===== src/rtl/wgt_pkg.sv =====
package wgt_pkg;

  typedef enum logic [1:0] {
    ACT_NONE = 2'd0,
    ACT_SET  = 2'd1,
    ACT_CLR  = 2'd2,
    ACT_TGL  = 2'd3
  } act_e;

  typedef enum logic [1:0] {
    WM_UP        = 2'd0,
    WM_UP_AUTO   = 2'd1,
    WM_UPDN      = 2'd2,
    WM_UPDN_AUTO = 2'd3
  } wmode_e;

  typedef enum logic [1:0] {
    EDGE_NONE = 2'd0,
    EDGE_RISE = 2'd1,
    EDGE_FALL = 2'd2,
    EDGE_BOTH = 2'd3
  } edge_e;

  localparam int FLAG_OVF  = 0;
  localparam int FLAG_A    = 1;
  localparam int FLAG_B    = 2;
  localparam int FLAG_TOP  = 3;
  localparam int NUM_FLAGS = 4;
  localparam int NUM_OUTS  = 2;

  // New pin level after applying one action code
  function automatic logic apply_act(input logic cur, input act_e a);
    case (a)
      ACT_SET: return 1'b1;
      ACT_CLR: return 1'b0;
      ACT_TGL: return ~cur;
      default: return cur;
    endcase
  endfunction

  // Highest-priority active source with a non-none code decides
  function automatic act_e pick_act(input logic sw, input logic ext,
                                    input logic top, input logic cmp,
                                    input act_e a_sw, input act_e a_ext,
                                    input act_e a_top, input act_e a_cmp);
    if (sw && a_sw != ACT_NONE)        return a_sw;
    else if (ext && a_ext != ACT_NONE) return a_ext;
    else if (top && a_top != ACT_NONE) return a_top;
    else if (cmp && a_cmp != ACT_NONE) return a_cmp;
    else                               return ACT_NONE;
  endfunction

endpackage


===== src/rtl/wgt_edge_detect.sv =====
module wgt_edge_detect
  import wgt_pkg::*;
(
  input  logic       clk,
  input  logic       rst_n,
  input  logic       ext_i,
  input  logic [1:0] edge_sel_i,
  output logic       evt_o
);

  logic prev_q;
  logic rise, fall;

  always_ff @(posedge clk or negedge rst_n) begin
    if (!rst_n) prev_q <= 1'b0;
    else        prev_q <= ext_i;
  end

  assign rise = ext_i & ~prev_q;
  assign fall = ~ext_i & prev_q;

  always_comb begin
    case (edge_e'(edge_sel_i))
      EDGE_RISE: evt_o = rise;
      EDGE_FALL: evt_o = fall;
      EDGE_BOTH: evt_o = rise | fall;
      default:   evt_o = 1'b0;
    endcase
  end

  AST_EDGE_OFF: assert property (@(posedge clk) disable iff (!rst_n)
    (edge_sel_i == 2'(EDGE_NONE)) |-> !evt_o);

endmodule


===== src/rtl/wgt_counter.sv =====
module wgt_counter
  import wgt_pkg::*;
#(
  parameter int CNT_W = 8
) (
  input  logic             clk,
  input  logic             rst_n,
  input  logic             tick_i,
  input  logic             cmd_start_i,
  input  logic             cmd_stop_i,
  input  logic             trig_i,
  input  logic [1:0]       mode_i,
  input  logic             stop_on_top_i,
  input  logic             halt_on_top_i,
  input  logic [CNT_W-1:0] top_i,
  input  logic [CNT_W-1:0] cmp_a_i,
  input  logic [CNT_W-1:0] cmp_b_i,
  output logic [CNT_W-1:0] cnt_o,
  output logic             hit_a_o,
  output logic             hit_b_o,
  output logic             hit_top_o,
  output logic             ovf_o
);

  localparam logic [CNT_W-1:0] CNT_MAX  = '1;
  localparam logic [CNT_W-1:0] CNT_ZERO = '0;

  logic [CNT_W-1:0] cnt_q, cnt_d;
  logic             up_q, up_d;
  logic             clk_en_q, halted_q, pend_q;
  logic             adv, trig_go, ovf_ev, top_hit;
  logic             updn, auto_mode;
  logic [CNT_W-1:0] turn_pt;

  assign updn      = mode_i[1];
  assign auto_mode = mode_i[0];
  assign adv       = tick_i & clk_en_q & ~halted_q;
  assign trig_go   = adv & (trig_i | pend_q);
  assign top_hit   = adv & (cnt_q == top_i);
  assign turn_pt   = auto_mode ? top_i : CNT_MAX;

  always_comb begin
    cnt_d  = cnt_q;
    up_d   = up_q;
    ovf_ev = 1'b0;
    if (trig_go) begin
      cnt_d = CNT_ZERO;
      up_d  = 1'b1;
    end else if (adv) begin
      if (!updn) begin
        if (auto_mode && cnt_q == top_i) begin
          cnt_d = CNT_ZERO;
        end else begin
          cnt_d  = cnt_q + 1'b1;
          ovf_ev = (cnt_q == CNT_MAX);
        end
      end else if (up_q) begin
        if (cnt_q == turn_pt) begin
          up_d  = 1'b0;
          cnt_d = cnt_q - 1'b1;
        end else begin
          cnt_d = cnt_q + 1'b1;
        end
      end else begin
        if (cnt_q == CNT_ZERO) begin
          up_d  = 1'b1;
          cnt_d = cnt_q + 1'b1;
        end else begin
          cnt_d = cnt_q - 1'b1;
        end
      end
    end
  end

  always_ff @(posedge clk or negedge rst_n) begin
    if (!rst_n) begin
      cnt_q    <= '0;
      up_q     <= 1'b1;
      clk_en_q <= 1'b0;
      halted_q <= 1'b0;
      pend_q   <= 1'b0;
    end else begin
      cnt_q <= cnt_d;
      up_q  <= up_d;
      if (cmd_stop_i || (top_hit && halt_on_top_i)) clk_en_q <= 1'b0;
      else if (cmd_start_i)                         clk_en_q <= 1'b1;
      if (trig_i)                             halted_q <= 1'b0;
      else if (top_hit && stop_on_top_i)      halted_q <= 1'b1;
      if (trig_go)     pend_q <= 1'b0;
      else if (trig_i) pend_q <= 1'b1;
    end
  end

  assign cnt_o     = cnt_q;
  assign hit_a_o   = adv & (cnt_q == cmp_a_i);
  assign hit_b_o   = adv & (cnt_q == cmp_b_i);
  assign hit_top_o = top_hit;
  assign ovf_o     = ovf_ev;

  AST_IDLE_HOLD: assert property (@(posedge clk) disable iff (!rst_n)
    !adv |=> $stable(cnt_q));
  AST_STOP_WINS: assert property (@(posedge clk) disable iff (!rst_n)
    cmd_stop_i |=> !clk_en_q);
  AST_OVF_WRAP: assert property (@(posedge clk) disable iff (!rst_n)
    ovf_ev |=> (cnt_q == CNT_ZERO));
  AST_AUTO_RESTART: assert property (@(posedge clk) disable iff (!rst_n)
    (adv && mode_i == 2'(WM_UP_AUTO) && cnt_q == top_i) |=> (cnt_q == CNT_ZERO));
  AST_TRIG_ZERO: assert property (@(posedge clk) disable iff (!rst_n)
    trig_go |=> (cnt_q == CNT_ZERO));
  AST_FREEZE_TOP: assert property (@(posedge clk) disable iff (!rst_n)
    (top_hit && stop_on_top_i && !trig_i) |=> halted_q);
  AST_UPDN_NO_OVF: assert property (@(posedge clk) disable iff (!rst_n)
    updn |-> !ovf_ev);

endmodule


===== src/rtl/wgt_wave_out.sv =====
module wgt_wave_out
  import wgt_pkg::*;
(
  input  logic       clk,
  input  logic       rst_n,
  input  logic       sw_i,
  input  logic       ext_i,
  input  logic       top_i,
  input  logic       cmp_i,
  input  logic [1:0] act_sw_i,
  input  logic [1:0] act_ext_i,
  input  logic [1:0] act_top_i,
  input  logic [1:0] act_cmp_i,
  output logic       wave_o
);

  logic wave_q;
  act_e code;

  assign code = pick_act(sw_i, ext_i, top_i, cmp_i,
                         act_e'(act_sw_i), act_e'(act_ext_i),
                         act_e'(act_top_i), act_e'(act_cmp_i));

  always_ff @(posedge clk or negedge rst_n) begin
    if (!rst_n) wave_q <= 1'b0;
    else        wave_q <= apply_act(wave_q, code);
  end

  assign wave_o = wave_q;

  AST_WAVE_IDLE: assert property (@(posedge clk) disable iff (!rst_n)
    (code == ACT_NONE) |=> $stable(wave_q));
  AST_SW_FIRST: assert property (@(posedge clk) disable iff (!rst_n)
    (sw_i && act_sw_i == 2'(ACT_CLR)) |=> !wave_q);

endmodule


===== src/rtl/wgt_status.sv =====
module wgt_status #(
  parameter int NF = 4
) (
  input  logic          clk,
  input  logic          rst_n,
  input  logic [NF-1:0] ev_i,
  input  logic          rd_i,
  input  logic [NF-1:0] mask_set_i,
  input  logic [NF-1:0] mask_clr_i,
  output logic [NF-1:0] flags_o,
  output logic [NF-1:0] mask_o,
  output logic          irq_o
);

  logic [NF-1:0] flags_q, mask_q;

  always_ff @(posedge clk or negedge rst_n) begin
    if (!rst_n) begin
      flags_q <= '0;
      mask_q  <= '0;
    end else begin
      flags_q <= (rd_i ? '0 : flags_q) | ev_i;
      mask_q  <= (mask_q | mask_set_i) & ~mask_clr_i;
    end
  end

  assign flags_o = flags_q;
  assign mask_o  = mask_q;
  assign irq_o   = |(flags_q & mask_q);

  AST_FLAG_STICKY: assert property (@(posedge clk) disable iff (!rst_n)
    (|ev_i) |=> ((flags_q & $past(ev_i)) == $past(ev_i)));
  AST_MASK_CLR: assert property (@(posedge clk) disable iff (!rst_n)
    (|mask_clr_i) |=> ((mask_q & $past(mask_clr_i)) == '0));

endmodule


===== src/rtl/wgt_channel.sv =====
module wgt_channel
  import wgt_pkg::*;
#(
  parameter int CNT_W = 8
) (
  input  logic             clk,
  input  logic             rst_n,
  input  logic             cnt_tick,
  input  logic             cmd_start,
  input  logic             cmd_stop,
  input  logic             cmd_kick,
  input  logic [1:0]       wave_mode,
  input  logic             stop_on_top,
  input  logic             halt_on_top,
  input  logic             ext_in,
  input  logic [1:0]       ext_edge,
  input  logic             ext_trig_en,
  input  logic [CNT_W-1:0] cmp_a_val,
  input  logic [CNT_W-1:0] cmp_b_val,
  input  logic [CNT_W-1:0] top_val,
  input  logic [1:0]       act_a_cmp,
  input  logic [1:0]       act_a_top,
  input  logic [1:0]       act_a_ext,
  input  logic [1:0]       act_a_sw,
  input  logic [1:0]       act_b_cmp,
  input  logic [1:0]       act_b_top,
  input  logic [1:0]       act_b_ext,
  input  logic [1:0]       act_b_sw,
  input  logic             stat_rd,
  input  logic [3:0]       irq_set,
  input  logic [3:0]       irq_clr,
  output logic [CNT_W-1:0] cnt_value,
  output logic             wave_a,
  output logic             wave_b,
  output logic [3:0]       stat_flags,
  output logic [3:0]       irq_mask,
  output logic             irq
);

  logic                 ext_evt, trig_any;
  logic                 hit_a, hit_b, hit_top, ovf_ev;
  logic [NUM_FLAGS-1:0] events;
  logic [NUM_OUTS-1:0]  cmp_hit, wave_v;
  logic [1:0]           act_cmp [NUM_OUTS];
  logic [1:0]           act_top [NUM_OUTS];
  logic [1:0]           act_ext [NUM_OUTS];
  logic [1:0]           act_sw  [NUM_OUTS];

  wgt_edge_detect u_edge (
    .clk        (clk),
    .rst_n      (rst_n),
    .ext_i      (ext_in),
    .edge_sel_i (ext_edge),
    .evt_o      (ext_evt)
  );

  assign trig_any = cmd_kick | (ext_evt & ext_trig_en);

  wgt_counter #(.CNT_W(CNT_W)) u_cnt (
    .clk           (clk),
    .rst_n         (rst_n),
    .tick_i        (cnt_tick),
    .cmd_start_i   (cmd_start),
    .cmd_stop_i    (cmd_stop),
    .trig_i        (trig_any),
    .mode_i        (wave_mode),
    .stop_on_top_i (stop_on_top),
    .halt_on_top_i (halt_on_top),
    .top_i         (top_val),
    .cmp_a_i       (cmp_a_val),
    .cmp_b_i       (cmp_b_val),
    .cnt_o         (cnt_value),
    .hit_a_o       (hit_a),
    .hit_b_o       (hit_b),
    .hit_top_o     (hit_top),
    .ovf_o         (ovf_ev)
  );

  assign cmp_hit = {hit_b, hit_a};
  assign act_cmp[0] = act_a_cmp;  assign act_cmp[1] = act_b_cmp;
  assign act_top[0] = act_a_top;  assign act_top[1] = act_b_top;
  assign act_ext[0] = act_a_ext;  assign act_ext[1] = act_b_ext;
  assign act_sw[0]  = act_a_sw;   assign act_sw[1]  = act_b_sw;

  for (genvar g = 0; g < NUM_OUTS; g++) begin : g_out
    wgt_wave_out u_out (
      .clk       (clk),
      .rst_n     (rst_n),
      .sw_i      (cmd_kick),
      .ext_i     (ext_evt),
      .top_i     (hit_top),
      .cmp_i     (cmp_hit[g]),
      .act_sw_i  (act_sw[g]),
      .act_ext_i (act_ext[g]),
      .act_top_i (act_top[g]),
      .act_cmp_i (act_cmp[g]),
      .wave_o    (wave_v[g])
    );
  end

  assign wave_a = wave_v[0];
  assign wave_b = wave_v[1];

  always_comb begin
    events           = '0;
    events[FLAG_OVF] = ovf_ev;
    events[FLAG_A]   = hit_a;
    events[FLAG_B]   = hit_b;
    events[FLAG_TOP] = hit_top;
  end

  wgt_status #(.NF(NUM_FLAGS)) u_stat (
    .clk        (clk),
    .rst_n      (rst_n),
    .ev_i       (events),
    .rd_i       (stat_rd),
    .mask_set_i (irq_set),
    .mask_clr_i (irq_clr),
    .flags_o    (stat_flags),
    .mask_o     (irq_mask),
    .irq_o      (irq)
  );

  AST_RESET_IDLE: assert property (@(posedge clk)
    !rst_n |=> (cnt_value == '0 && !wave_a && !wave_b));

endmodule


===== config.mk =====
export PLATFORM = sky130hd
export DESIGN_NAME = wgt_channel
export DESIGN_NICKNAME = d
export VERILOG_FILES = /design/src/rtl/wgt_pkg.sv /design/src/rtl/wgt_edge_detect.sv /design/src/rtl/wgt_counter.sv /design/src/rtl/wgt_wave_out.sv /design/src/rtl/wgt_status.sv /design/src/rtl/wgt_channel.sv
export SDC_FILE = /design/constraint.sdc
export NUM_CORES = 1
export LEC_CHECK = 0
export ABC_CLOCK_PERIOD_IN_PS = 2500
export BUFFER_PORTS_ARGS = -buffer_cell sky130_fd_sc_hd__buf_2
export CAP_MARGIN = 10
export CORE_MARGIN = 3
export CORE_UTILIZATION = 48
export DETAILED_ROUTE_END_ITERATION = 10
export HOLD_SLACK_MARGIN = 0.02
export PLACE_DENSITY = 0.87
export SYNTH_ARGS = -nofsm -noshare
export SYNTH_HDL_FRONTEND = slang
export SYNTH_SLANG_ARGS = --single-unit

===== constraint.sdc =====
create_clock -name clk -period 2.5 [get_ports clk]
set_input_delay 0.125 -clock clk [delete_from_list [all_inputs] [get_ports clk]]
set_output_delay 0.125 -clock clk [all_outputs]
set_load 0.01 [all_outputs]

* Yosys cells after proc, flatten, opt, wreduce, memory -nomap -nowiden
Index checks and enable logic that the tools add are counted.
** Operators by class
- Add/sub/neg operators :: 2
- Equality and inequality tests :: 14
- Mux-type cells :: 36
- Bitwise logic cells :: 22
- Reductions and logical operators :: 30
** Operator list (count)
- two-way mux 8 bit :: 8
- == test 8 bit :: 4
- nonzero test 2 bit :: 13
- two-way mux 1 bit :: 16
- two-way mux 2 bit :: 8
- == test 2 bit (second input constant) :: 6
- logical AND 1 bit :: 11
- AND 1 bit :: 9
- one-hot mux 1 bit (3 select lines) :: 3
- adder 8 x 1 -> 8 bit (second input constant) :: 1
- AND 4 bit :: 2
- == test 8 bit (second input constant) :: 1
- zero test 8 bit :: 1
- bitwise OR 4 bit :: 2
- subtractor 8 x 1 -> 8 bit (second input constant) :: 1
- == test 2 x 1 -> 1 bit (second input constant) :: 3
- nonzero test 3 bit :: 2
- NOT 1 bit :: 5
- two-way mux 4 bit :: 1
- NOT 4 bit :: 1
- OR reduction 4 bit :: 1
- bitwise OR 1 bit :: 3
- AND reduction 2 bit :: 1
- logical OR 1 bit :: 1
** Word-level totals
- Bits in registers :: 23
- Input bits :: 63
- Output and inout bits :: 19
- Logic and storage cells :: 114

* Logic depth before layout (Yosys ltp)
Gate-level depths: netlist (run 1).
- Depth after elaboration :: 10
- Mapped depth :: 9
- Gate-level depth less buffers :: 9

* By module
From an unflattened synthesis (run 1), not the netlist that was laid out.
** Unflattened totals
- Cells, all modules :: 216
- Area, all modules :: 1911.8 µm²
** Modules (own cells, without submodules)
- wgt_counter :: times used 1, cells each 149, area each 1293.7 µm², seq. area each 301.5 µm²
- wgt_status :: times used 1, cells each 24, area each 284.0 µm², seq. area each 200.2 µm²
- wgt_wave_out :: times used 2, cells each 16, area each 121.4 µm², seq. area each 25.0 µm²
- wgt_edge_detect :: times used 1, cells each 10, area each 83.8 µm², seq. area each 25.0 µm²
- wgt_channel :: times used 1, cells each 1, area each 7.5 µm², seq. area each 0.0 µm²

* Worst setup path after synthesis (run 1)
Ideal clock, no wire load.
- Kind :: reg-to-reg
- Start :: reg u_cnt.cnt_q[2], in the netlist u_cnt.cnt_o[2]
- End :: reg u_cnt.cnt_q[7], in the netlist u_cnt.cnt_o[7]
- Library setup time :: 0.076 ns
- Data arrival time :: 2.116 ns
- Data required time :: 2.424 ns
- Setup slack :: 0.308 ns
- Cell stages (with the launch flop) :: 8
- Buffers on the path :: 1
- Period minus slack after synthesis :: 2.192 ns
- Path through :: dfrtp_1 -> buf_6 -> or3_4 -> or3_4 -> a2111oi_4 -> mux2i_1 -> or3_1 -> o21ai_1
** Between the ends
- Longest elaborated chain between the ends :: 6
- Elaborated cells between the ends (all ways) :: 13
- Those cells by class :: 2 x add/sub; 2 x eq/ne; 7 x mux; 2 x reduce/logical
** Ends and longest elaborated chain
- start, declared :: line wgt_counter.sv:28 : logic [CNT_W-1:0] cnt_q, cnt_d;
- start signal, assigned :: line wgt_counter.sv:83 : cnt_q <= cnt_d;
- subtractor 8 x 1 -> 8 bit, or another cell as far along :: line wgt_counter.sv:60, wgt_counter.sv:69
- two-way mux 8 bit, or another cell as far along :: line wgt_counter.sv:65 : if (cnt_q == CNT_ZERO) begin
- two-way mux 8 bit (on tied branches) :: line wgt_counter.sv:57, wgt_counter.sv:51
- two-way mux 8 bit * :: line wgt_counter.sv:50 : if (!updn) begin
- two-way mux 8 bit * :: line wgt_counter.sv:49 : end else if (adv) begin
- two-way mux 8 bit * :: line wgt_counter.sv:46 : if (trig_go) begin
Every way passes the cells marked *; elsewhere a longest branch is shown, timed or not. The select of a mux whose other input is x is not followed.
A chain may end at the register's enable or synchronous reset.

* Worst setup path after layout (run 1)
- Start :: reg u_cnt.cnt_q[3], in the netlist u_cnt.cnt_o[3]
- End :: reg u_cnt.cnt_q[4], in the netlist u_cnt.cnt_o[4]
Same word-level chain as after synthesis.

==> results of run 1 <==
-- timing repair --
item	4_1_cts	5_1_grt
endpoints found under the hold margin	28	0
gates resized for setup	0	10
setup endpoints to repair	0	6
hold buffers	7	0
buffers inserted	0	1
-- stage by stage --
step           utilization (%)  instances
2_1_floorplan                -        221
3_3_place_gp              64.8        355
3_5_place_dp              64.8        355
4_1_cts                   67.9        366
5_1_grt                   69.2        367
6_report                  69.2        367
-- worst min-delay path by stage --
stage | from | endpoint | slack [ns] | cells after the start
2_1_floorplan | rst_n | g_out[0].u_out.wave_o | -0.17 | 0
3_3_place_gp | rst_n | u_cnt.cnt_o[1] | 0.14 | 1
3_5_place_dp | rst_n | u_cnt.cnt_o[4] | 0.14 | 1
4_1_cts | halt_on_top | u_cnt.clk_en_q | 0.03 | 2
5_1_grt | halt_on_top | u_cnt.clk_en_q | 0.03 | 2
6_report | halt_on_top | u_cnt.clk_en_q | 0.03 | 2
-- power by group --
| group | internal [mW] | switching (mW) |
|---|---|---|
| registers | 0.396 | 0.0273 |
| clock network | 0.111 | 0.120 |
| logic | 0.146 | 0.152 |
| total | 0.654 | 0.299 |
-- final cells by class --
| type | instances | area, um2 |
|---|---|---|
| clock buffers | 3 | 41.3 |
| repair buffers | 105 | 603 |
| fillers | 296 | 1150 |
| flip-flops and latches | 23 | 579 |
| multi-input cells | 173 | 1250 |
| inverters | 14 | 52.6 |
| clock inverters | 1 | 5.00 |
| well taps | 48 | 60.1 |
-- routing by layer --
| layer | share of wire [%] | global-route usage, % | vias to the layer above |
|---|---|---|---|
| li1 | - | - | 1011 |
| met1 | 39 | 30.6 | 988 |
| met2 | 49 | 41.6 | 111 |
| met3 | 9.2 | 3.79 | 16 |
| met4 | 3.1 | 10.8 | 0 |
| met5 | 0 | 0 | - |
-- state kept, by name, indices dropped and copies added, names as in the netlist --
signal,flops
u_cnt.up_q,1
u_stat.mask_o,4
u_stat.flags_o,4
u_cnt.halted_q,1
u_edge.prev_q,1
u_cnt.cnt_o,8
u_cnt.clk_en_q,1
g_out.u_out.wave_o,2
u_cnt.pend_q,1
-- placed cells by master (no fill, tap or decap), types with 3 or more instances in the layout --
cell	count
sky130_fd_sc_hd__dfrtp_1	20
sky130_fd_sc_hd__nor4_1	3
sky130_fd_sc_hd__buf_2	81
sky130_fd_sc_hd__xor2_1	14
sky130_fd_sc_hd__buf_4	17
sky130_fd_sc_hd__a22oi_1	3
sky130_fd_sc_hd__nand3_1	10
sky130_fd_sc_hd__inv_1	13
sky130_fd_sc_hd__dlygate4sd3_1	7
sky130_fd_sc_hd__xnor2_1	3
sky130_fd_sc_hd__nand3b_1	3
sky130_fd_sc_hd__nor2b_1	7
sky130_fd_sc_hd__o2111ai_1	5
sky130_fd_sc_hd__nand2_1	22
sky130_fd_sc_hd__a211oi_1	3
sky130_fd_sc_hd__nand2b_1	8
sky130_fd_sc_hd__a31oi_1	4
sky130_fd_sc_hd__nor2_1	17
sky130_fd_sc_hd__ha_1	5
sky130_fd_sc_hd__o21ai_0	8
sky130_fd_sc_hd__a21oi_1	5
sky130_fd_sc_hd__clkbuf_8	3
sky130_fd_sc_hd__o21ai_1	4
-- kinds of logic after synthesis --
kind of cell	share of synthesized area [%]
xor+xnor	7.80
buf+inv	6.29
mux	0.525
compound gates	26.2
simple gates	25.7
flops	30.2
fa+ha+maj	3.28
-- critical path: stages, from the launching register on --
cell and delay [ns]:
sky130_fd_sc_hd__dfrtp_1 0.52, sky130_fd_sc_hd__nor2b_1 0.09, sky130_fd_sc_hd__a2111o_1 0.45, sky130_fd_sc_hd__o21ai_0 0.31, sky130_fd_sc_hd__nand3_2 0.20, sky130_fd_sc_hd__o2111ai_1 0.38, sky130_fd_sc_hd__o21a_1 0.22, sky130_fd_sc_hd__o211ai_1 0.10
==> metrics.log, run 1 <==
INFO  metric crit_type = flip-flop to flip-flop
INFO  metric rr_startpoint = u_cnt.cnt_o[3]
INFO  metric cp-end-kind = flip-flop
INFO  metric htree_levels = 1
INFO  metric synth_nets = 289
INFO  metric clk_pin_slew = 0.08 ns
INFO  metric dr.pass1.iters = 4
INFO  metric critPathCapture = u_cnt.cnt_o[4]
INFO  metric async_flop_share = 100%
INFO  metric clock-sinks = 23
INFO  metric run_status = completed
INFO  metric synthFlopType = sky130_fd_sc_hd__dfrtp_1
INFO  metric mappedNetlistArea = 1910 um2
INFO  metric port_buffers = 81
INFO  metric clk_latency = 0.26 ns
INFO  metric wl_per_cell = 16.1 um
INFO  metric slew_limit_headroom = 64.3%
INFO  metric tritoncts = yes
INFO  metric vias_in_the_first_global_route = 2,127
INFO  metric num_rows = 22
INFO  metric vias = 2,126
INFO  metric synth_cell_type_count = 57
INFO  metric detailedPlace.worstSlack = 0.121 ns
INFO  metric synth.avg_cell_area = 8.63 um2
INFO  metric timing_max_transition_violations_final = 0
INFO  metric fin_skew = 0.00357 ns
INFO  metric grt_setup_unrepaired = yes
INFO  metric worstHoldPathType = input port to flip-flop
INFO  metric place_hpwl = 4590 um
INFO  metric grt_start_max_net_pins = 24
INFO  metric num-nets-final = 388
INFO  metric timing.critical_path.from_type = flip-flop
INFO  metric wirelength = 5900 um
INFO  metric period_minus_ws_final = 2.39 ns
INFO  metric synth-edff-count = 0
INFO  metric cp_max_fo = 6
INFO  metric p_leak = 1.24 nW
INFO  metric yosysWarnings = 0
INFO  metric reg2reg_setup_slack = 0.11 ns
INFO  metric max-cap-violations = 0
INFO  metric synth_top_cell_by_area = sky130_fd_sc_hd__dfrtp_1
INFO  metric worst_slack = 0.109 ns
INFO  metric post_synth_inst_count = 221
INFO  metric critical_path_launch_point = u_cnt.cnt_o[3]
INFO  metric ir_worst_vdd = 218 uV
INFO  metric synth_top_area_share = 28.9%
INFO  metric dieArea = 4770 um2
INFO  metric ys_seq_area_share = 30.2%
INFO  metric max_slew.worst_pin.slew = 0.536 ns
INFO  metric route.detailed.drc = 0
INFO  metric clockRootBuffer = sky130_fd_sc_hd__clkbuf_8
INFO  metric final.hold.worst_slack = 0.0344 ns
INFO  metric gp_routability_congestion = 0.871
INFO  metric area_delta_synth_final = 35.7%
INFO  metric yosys-top-cells-count = 22 x sky130_fd_sc_hd__dfrtp_1, 22 x sky130_fd_sc_hd__nand2_1, 17 x sky130_fd_sc_hd__nor2_1
INFO  metric stdcell_area = 2590 um2
INFO  metric finalSetupViolCount = 0
INFO  metric n_antenna_cell = 0
INFO  metric synth-seq-cells = 23
INFO  metric routed_via_density = 5.79
INFO  metric ports = 82
INFO  metric final.period_utilization = 95.6%
INFO  metric die_x = 69.1 um
INFO  metric cts_made_buffers = 3
INFO  metric worst_ep_required_time = 2.64 ns
INFO  metric worst-r2r-cell-count = 7
INFO  metric drive_above_1_share = 38.6%
INFO  metric worst-endpoint-arrival = 2.53 ns
INFO  metric synth.area.top_cells = sky130_fd_sc_hd__dfrtp_1 29%, sky130_fd_sc_hd__xor2_1 6.4%, sky130_fd_sc_hd__nand2_1 4.3%, sky130_fd_sc_hd__nor2_1 3.3%, sky130_fd_sc_hd__ha_1 3.3%
INFO  metric finalHoldViolCount = 0
INFO  metric floorplan.initialDensity = 51.0%
INFO  metric global_route.usage.total = 24.5%
INFO  metric grt_first_pass_wirelength = 9720 um
INFO  metric die_height = 69.1 um
INFO  metric total_power = 953 uW
INFO  metric placedInstanceArea = 2430 um2
INFO  metric globalRoute.totalOverflow = 0
INFO  metric cts-root-to-sink-buffers = 2
INFO  metric grt_antenna_before_repair = 0
INFO  metric final.setup.tns = 0 ns
INFO  metric drt.antenna.violating_nets = 0
INFO  metric power_per_cell_area = 368 nW/um2
INFO  metric max_clock_freq = 0.418 GHz
INFO  metric initialDrtViolationCount = 151
INFO  metric timing.rr.end = u_cnt.cnt_o[4]
INFO  metric core = 3740 um2
Note: power is estimated with default switching activity, not from simulation.
==> run 2, diff against run 1 <==
- PLACE_DENSITY: 0.87 -> unset
- PLACE_DENSITY_LB_ADDON: unset -> 0.15
==> run 2 against run 1 <==
Against the previous run:
- clock-buffer cell count is the same
- die area is the same
- global-route usage shrank 0.13 points
- critical path depth shrank 1
- worst hold slack gained 0.019 ns
- wire length shrank 3.7%
- sequential cell count is the same
==> metrics.log, run 2 (same netlist as run 1, synthesis figures left out) <==
INFO  metric max-cap-violations = 0 (unchanged)
INFO  metric vias_in_the_first_global_route = 2,049 (was 2,127)
INFO  metric wl_met2 = 2650 um (was 2890 um)
INFO  metric period_minus_ws_final = 2.38 ns (was 2.39 ns)
INFO  metric ir_worst_vdd = 386 uV (was 218 uV)
INFO  metric die_x = 69.1 um (unchanged)
INFO  metric gp_routability_congestion = 0.917 (was 0.871)
INFO  metric final.hold.worst_slack = 0.0534 ns (was 0.0344 ns)
INFO  metric route.detailed.drc = 0 (unchanged)
INFO  metric initialDrtViolationCount = 125 (was 151)
INFO  metric cp-end-kind = flip-flop (unchanged)
INFO  metric clock-sinks = 23 (unchanged)
INFO  metric critical_path_launch_point = u_cnt.cnt_o[3] (unchanged)
INFO  metric grt_first_pass_wirelength = 9650 um (was 9720 um)
INFO  metric tritoncts = yes (unchanged)
INFO  metric dr.pass1.iters = 4 (unchanged)
INFO  metric largest_register_ffs = 8 (unchanged)
INFO  metric ports = 82 (unchanged)
INFO  metric layout.cells.most_common_list = 81 x sky130_fd_sc_hd__buf_2, 22 x sky130_fd_sc_hd__nand2_1, 20 x sky130_fd_sc_hd__dfrtp_1 (unchanged)
INFO  metric timing_max_transition_violations_final = 0 (unchanged)
INFO  metric globalRoute.totalOverflow = 0 (unchanged)
INFO  metric layout.cells.most_common = sky130_fd_sc_hd__buf_2 (unchanged)
INFO  metric grt_start_max_net_pins = 24 (unchanged)
INFO  metric dr_wl_met3 = 407 um (was 543 um)
INFO  metric detail_route.wirelength.met1 = 2560 um (was 2280 um)
INFO  metric p_leak = 1.24 nW (about the same)
INFO  metric final.setup.tns = 0 ns (unchanged)
INFO  metric grt_setup_unrepaired = no (was yes)
INFO  metric cts_made_buffers = 3 (unchanged)
INFO  metric slew_limit_headroom = 63.6% (was 64.3%)
INFO  metric power_per_cell_area = 370 nW/um2 (was 368 nW/um2)
INFO  metric grt_antenna_before_repair = 0 (unchanged)
INFO  metric cts_setup_buffers = 0 (unchanged)
INFO  metric drive_above_1_share = 36.8% (was 38.6%)
INFO  metric max_clock_freq = 0.421 GHz (was 0.418 GHz)
INFO  metric finalHoldViolCount = 0 (unchanged)
INFO  metric finalCoreUtilization = 68.7% (was 69.2%)
INFO  metric rr_startpoint = u_cnt.cnt_o[3] (unchanged)
INFO  metric clk_pin_slew = 0.09 ns (was 0.08 ns)
INFO  metric core = 3740 um2 (unchanged)
INFO  metric global_route.usage.total = 24.4% (was 24.5%)
INFO  metric timing.critical_path.from_type = flip-flop (unchanged)
INFO  metric max_slew.worst_pin.slew = 0.546 ns (was 0.536 ns)
INFO  metric crit_type = flip-flop to flip-flop (unchanged)
INFO  metric num_rows = 22 (unchanged)
INFO  metric routed_via_density = 5.56 (was 5.79)
INFO  metric wirelength = 5680 um (was 5900 um)
INFO  metric worst-endpoint-arrival = 2.53 ns (about the same)
INFO  metric cts-root-to-sink-buffers = 2 (unchanged)
INFO  metric num-nets-final = 390 (was 388)
INFO  metric wl_per_cell = 15.4 um (was 16.1 um)
INFO  metric die_height = 69.1 um (unchanged)
INFO  metric nFillCells = 325 (was 296)
INFO  metric worstHoldPathType = input port to flip-flop (unchanged)
INFO  metric total_power = 952 uW (was 953 uW)
INFO  metric clockRootBuffer = sky130_fd_sc_hd__clkbuf_8 (unchanged)
INFO  metric run_status = completed (unchanged)
INFO  metric port_buffers = 81 (unchanged)
INFO  metric drt.antenna.violating_nets = 0 (unchanged)
INFO  metric fin_skew = 0.00274 ns (was 0.00357 ns)
INFO  metric clk_latency = 0.27 ns (was 0.26 ns)
INFO  metric worst_ep_required_time = 2.66 ns (was 2.64 ns)
INFO  metric finalSetupViolCount = 0 (unchanged)
INFO  metric worst_hold_startpoint = stat_rd (was halt_on_top)
INFO  metric dieArea = 4770 um2 (unchanged)
INFO  metric place_hpwl = 4560 um (was 4590 um)
INFO  metric n_antenna_cell = 0 (unchanged)
INFO  metric final.period_utilization = 95.0% (was 95.6%)
INFO  metric vias = 2,050 (was 2,126)
INFO  metric cp_max_fo = 8 (was 6)
INFO  metric route.top_layer_used = met4 (unchanged)
INFO  metric htree_levels = 1 (unchanged)
INFO  metric area_delta_synth_final = 34.8% (was 35.7%)
INFO  metric floorplan.initialDensity = 51.0% (unchanged)
run 2: changes by cell type in the layout (fill, tap and decap cells not counted), sizes merged:
cell | before | now
buf | 98 | 99
dlygate4sd3 | 7 | 8
run 2: power breakdown:
part	internal (mW)	switching (mW)	leakage, nW
Sequential	0.398	0.0297	0.297
Combinational	0.146	0.140	0.923
Clock	0.111	0.127	0.0255
Total	0.655	0.297	1.24
run 2: layer usage:
metal  GRT usage, %  up-vias
li1               -     1008
met1           34.5      950
met2           38.8       85
met3           4.52        7
met4           5.42        0
met5              0        -
run 2: path summary, 6_finish.rpt:
kind                                      to  slack [ns]  cells past startpoint
max                           u_cnt.clk_en_q        0.12                      6
min                        u_stat.flags_o[1]        0.05                      2
max reg2reg                   u_cnt.clk_en_q        0.12                      6
min reg2reg                u_stat.flags_o[2]        0.50                      1
max in group asynchronous     u_cnt.cnt_o[5]        1.74                      2
min in group asynchronous   u_stat.mask_o[3]        0.37                      2
run 2: worst max-delay path: stages, from the launching register on:
cell and delay (ns):
sky130_fd_sc_hd__dfrtp_1 0.46, sky130_fd_sc_hd__nor2b_1 0.08, sky130_fd_sc_hd__a2111o_1 0.41, sky130_fd_sc_hd__nor4_2 0.36
sky130_fd_sc_hd__and2_2 0.30, sky130_fd_sc_hd__a211oi_1 0.09, sky130_fd_sc_hd__dlygate4sd3_1 0.56
run 2: metrics by stage:
stage	setup slack, ns	area (um2)	std cells
2_1_floorplan	0.308	1910	221
3_3_place_gp	0.226	2440	357
3_5_place_dp	0.210	2440	357
4_1_cts	0.0144	2570	369
5_1_grt	0.0140	2570	369
6_report	0.124	2570	369
run 2: layout make-up:
class | count | area (um2) | share of cell area, %
Clock buffer | 3 | 41.3 | 1.61
Clock inverter | 1 | 5.00 | 0.195
Timing Repair Buffer | 107 | 621 | 24.1
Sequential cell | 23 | 579 | 22.5
Multi-Input combinational cell | 173 | 1210 | 47.2
Inverter | 14 | 52.6 | 2.04
Tap cell | 48 | 60.1 | 2.34
run 2: repair_timing:
action                                  in CTS  in global routing
hold endpoints to repair                    28                  0
resized for setup                            0                  3
endpoints found under the setup margin       0                  4
hold buffers                                 8                  0
==> run 3, diff against run 2 <==
- REMOVE_ABC_BUFFERS: unset -> 1
==> run 3 against run 2 <==
Against the previous run:
- non-clock buffer count fell by 2
- clock-buffer cell count grew 1
- die area did not move
- clock power barely moved
- register-to-register slack worse by 0.08 ns
- design area is 0.49% higher
- sequential power shrank 0.9%
- highest routed layer unchanged
- first-iteration DRC count decreased by 49%
- core utilization is 0.33 points higher
- global-route usage down 1.4 points
- setup slack got worse by 0.080 ns
- critical path depth grew 2
==> metrics.log, run 3 (same netlist as run 1, synthesis figures left out) <==
INFO  metric run_status = completed (unchanged)
INFO  metric port_buffers = 81 (unchanged)
INFO  metric num_rows = 22 (unchanged)
INFO  metric timing.rr.end = u_cnt.cnt_o[5] (was u_cnt.clk_en_q)
INFO  metric max_slew.worst_pin.slew = 0.513 ns (was 0.546 ns)
INFO  metric routed_via_density = 5.57 (was 5.56)
INFO  metric max-cap-violations = 0 (unchanged)
INFO  metric clockRootBuffer = sky130_fd_sc_hd__clkbuf_8 (unchanged)
INFO  metric finalSetupViolCount = 0 (unchanged)
INFO  metric net-switching-power = 297 uW (about the same)
INFO  metric route.detailed.drc = 0 (unchanged)
INFO  metric ports = 82 (unchanged)
INFO  metric worst_ep_required_time = 2.65 ns (was 2.66 ns)
INFO  metric cp_max_fo = 8 (unchanged)
INFO  metric largest_register_ffs = 8 (unchanged)
INFO  metric critPathCapture = u_cnt.cnt_o[5] (was u_cnt.clk_en_q)
INFO  metric crit_buf_inv = 1 (unchanged)
INFO  metric cp-end-kind = flip-flop (unchanged)
INFO  metric initialDrtViolationCount = 64 (was 125)
INFO  metric htree_levels = 1 (unchanged)
INFO  metric reg2reg_setup_slack = 0.04 ns (was 0.12 ns)
INFO  metric path_depth = 8 (was 6)
INFO  metric num-nets-final = 388 (was 390)
INFO  metric critPathTopFamily = simple AND/OR/NAND/NOR gates (unchanged)
INFO  metric worst_slack = 0.0438 ns (was 0.124 ns)
INFO  metric grt_start_max_net_pins = 24 (unchanged)
INFO  metric die_x = 69.1 um (unchanged)
INFO  metric cts-root-to-sink-buffers = 2 (unchanged)
INFO  metric final.period_utilization = 98.2% (was 95.0%)
INFO  metric clk_latency = 0.27 ns (about the same)
INFO  metric floorplan.initialDensity = 51.0% (unchanged)
INFO  metric p_leak = 1.23 nW (was 1.24 nW)
INFO  metric slew_limit_headroom = 65.8% (was 63.6%)
INFO  metric wl_per_cell = 15.1 um (was 15.4 um)
INFO  metric drive_above_1_share = 37.9% (was 36.8%)
INFO  metric power_per_cell_area = 369 nW/um2 (was 370 nW/um2)
INFO  metric grt_first_pass_wirelength = 9160 um (was 9650 um)
INFO  metric dr.pass1.iters = 5 (was 4)
INFO  metric critical_path_launch_point = u_cnt.cnt_o[3] (unchanged)
INFO  metric area_delta_synth_final = 35.4% (was 34.8%)
INFO  metric vias = 2,043 (was 2,050)
INFO  metric layout.cells.most_common_list = 81 x sky130_fd_sc_hd__buf_2, 22 x sky130_fd_sc_hd__nand2_1, 20 x sky130_fd_sc_hd__dfrtp_1 (unchanged)
INFO  metric ir_worst_vdd = 266 uV (was 386 uV)
INFO  metric power.share.clock = 24.9% (was 25.0%)
INFO  metric die_height = 69.1 um (unchanged)
INFO  metric dieArea = 4770 um2 (unchanged)
INFO  metric switching_share = 31.1% (was 31.2%)
INFO  metric clk_pin_slew = 0.08 ns (was 0.09 ns)
INFO  metric slowest_stage_cell_on_the_critical_path = sky130_fd_sc_hd__or4_1 (was sky130_fd_sc_hd__dlygate4sd3_1)
INFO  metric clock-sinks = 23 (unchanged)
INFO  metric wirelength = 5540 um (was 5680 um)
INFO  metric detailedPlace.worstSlack = 0.0945 ns (was 0.210 ns)
INFO  metric power.internal = 658 uW (was 655 uW)
INFO  metric total_power = 955 uW (was 952 uW)
INFO  metric worstHoldPathType = input port to flip-flop (unchanged)
INFO  metric pwr-share-seq = 44.4% (was 44.9%)
INFO  metric timing.critical_path.cells = buf_4 -> nand4_4 -> or4_1 -> o311ai_1 -> nand3_2 -> nor4b_2 -> o311ai_2 -> a21boi_2 (was nor2b_1 -> a2111o_1 -> nor4_2 -> and2_2 -> a211oi_1 -> dlygate4sd3_1)
INFO  metric max_clock_freq = 0.407 GHz (was 0.421 GHz)
INFO  metric rr_startpoint = u_cnt.cnt_o[3] (unchanged)
INFO  metric globalRoute.totalOverflow = 0 (unchanged)
INFO  metric crit_type = flip-flop to flip-flop (unchanged)
INFO  metric finalHoldViolCount = 0 (unchanged)
INFO  metric layout.cells.most_common = sky130_fd_sc_hd__buf_2 (unchanged)
INFO  metric cts_made_buffers = 3 (unchanged)
INFO  metric drt.antenna.violating_nets = 0 (unchanged)
INFO  metric timing.critical_path.from_type = flip-flop (unchanged)
INFO  metric global_route.usage.total = 23.0% (was 24.4%)
INFO  metric core = 3740 um2 (unchanged)
INFO  metric fin_skew = 0.00220 ns (was 0.00274 ns)
INFO  metric place_hpwl = 4360 um (was 4560 um)
INFO  metric final.setup.tns = 0 ns (unchanged)
INFO  metric period_minus_ws_final = 2.46 ns (was 2.38 ns)
INFO  metric gp_routability_congestion = 0.956 (was 0.917)
INFO  metric grt_antenna_before_repair = 0 (unchanged)
INFO  metric tritoncts = yes (unchanged)
INFO  metric worst-r2r-cell-count = 8 (was 6)
INFO  metric worst-endpoint-arrival = 2.61 ns (was 2.53 ns)
INFO  metric vias_in_the_first_global_route = 2,002 (was 2,049)
INFO  metric critPathMaxStageDelay = 0.56 ns (about the same)
INFO  metric n_antenna_cell = 0 (unchanged)
INFO  metric timing_max_transition_violations_final = 0 (unchanged)
INFO  metric comb_power_share = 30.7% (was 30.1%)
==> run 3: changes by cell type in the layout (fill, tap and decap cells not counted), sizes merged <==
cell,previous run,this run
clkbuf,3,4
buf,99,98
dlygate4sd3,8,7
clkinv,1,0
==> run 3: power groups by stage <==
stage	logic [mW]	clock network, mW	registers [mW]
final	0.293	0.238	0.423
after global routing	0.325	0.256	0.429
after CTS	0.288	0.242	0.423
after detailed placement	0.278	0	0.431
after global placement	0.273	0	0.429
after floorplan	0.127	0	0.445
==> run 3: how the worst min path moves through the flow <==
stage,startpoint,to,slack (ns),cells past startpoint
3_3_place_gp,rst_n,g_out[0].u_out.wave_o,0.13,1
4_1_cts,halt_on_top,u_cnt.clk_en_q,0.03,2
3_5_place_dp,rst_n,g_out[0].u_out.wave_o,0.13,1
5_1_grt,halt_on_top,u_cnt.clk_en_q,0.03,2
2_1_floorplan,rst_n,g_out[0].u_out.wave_o,-0.17,0
6_report,halt_on_top,u_cnt.clk_en_q,0.03,2
==> run 3: layout make-up <==
cell class              instances  area [um2]
multi-input cells             173        1240
fillers                       316        1160
repair buffers                105         603
flip-flops and latches         23         579
well taps                      48        60.1
inverters                      14        52.6
clock buffers                   4        45.0
==> run 3: worst register-to-register path, cell delays in order (launching register included) <==
cell and delay [ns]:
sky130_fd_sc_hd__dfrtp_2 0.44, sky130_fd_sc_hd__buf_4 0.17, sky130_fd_sc_hd__nand4_4 0.13, sky130_fd_sc_hd__or4_1 0.56, sky130_fd_sc_hd__o311ai_1 0.17, sky130_fd_sc_hd__nand3_2 0.23
sky130_fd_sc_hd__nor4b_2 0.33, sky130_fd_sc_hd__o311ai_2 0.14, sky130_fd_sc_hd__a21boi_2 0.18
==> run 3: layer usage <==
layer / global-route usage [%] / vias to the layer above / share of wire, %
met3: 3.94 / 10 / 5.8
met5: 0 / - / 0
met1: 29.3 / 952 / 43
met4: 7.81 / 0 / 1.6
met2: 39.1 / 76 / 49
li1: - / 1005 / -
==> run 3: per-stage QoR <==
step | hold slack [ns] | util, % | instances | cell area [um2]
2_1_floorplan | -0.171 | - | 210 | 1840
3_3_place_gp | 0.133 | 65.0 | 356 | 2430
3_5_place_dp | 0.131 | 65.0 | 356 | 2430
4_1_cts | 0.0289 | 68.1 | 367 | 2550
5_1_grt | 0.0315 | 69.0 | 367 | 2580
6_report | 0.0266 | 69.0 | 367 | 2580
==> run 3: timing repair <==
item	in CTS	in global routing
buffers inserted	0	0
hold buffers	7	0
endpoints found under the hold margin	28	0
setup endpoints to repair	0	6
resized for setup	0	9
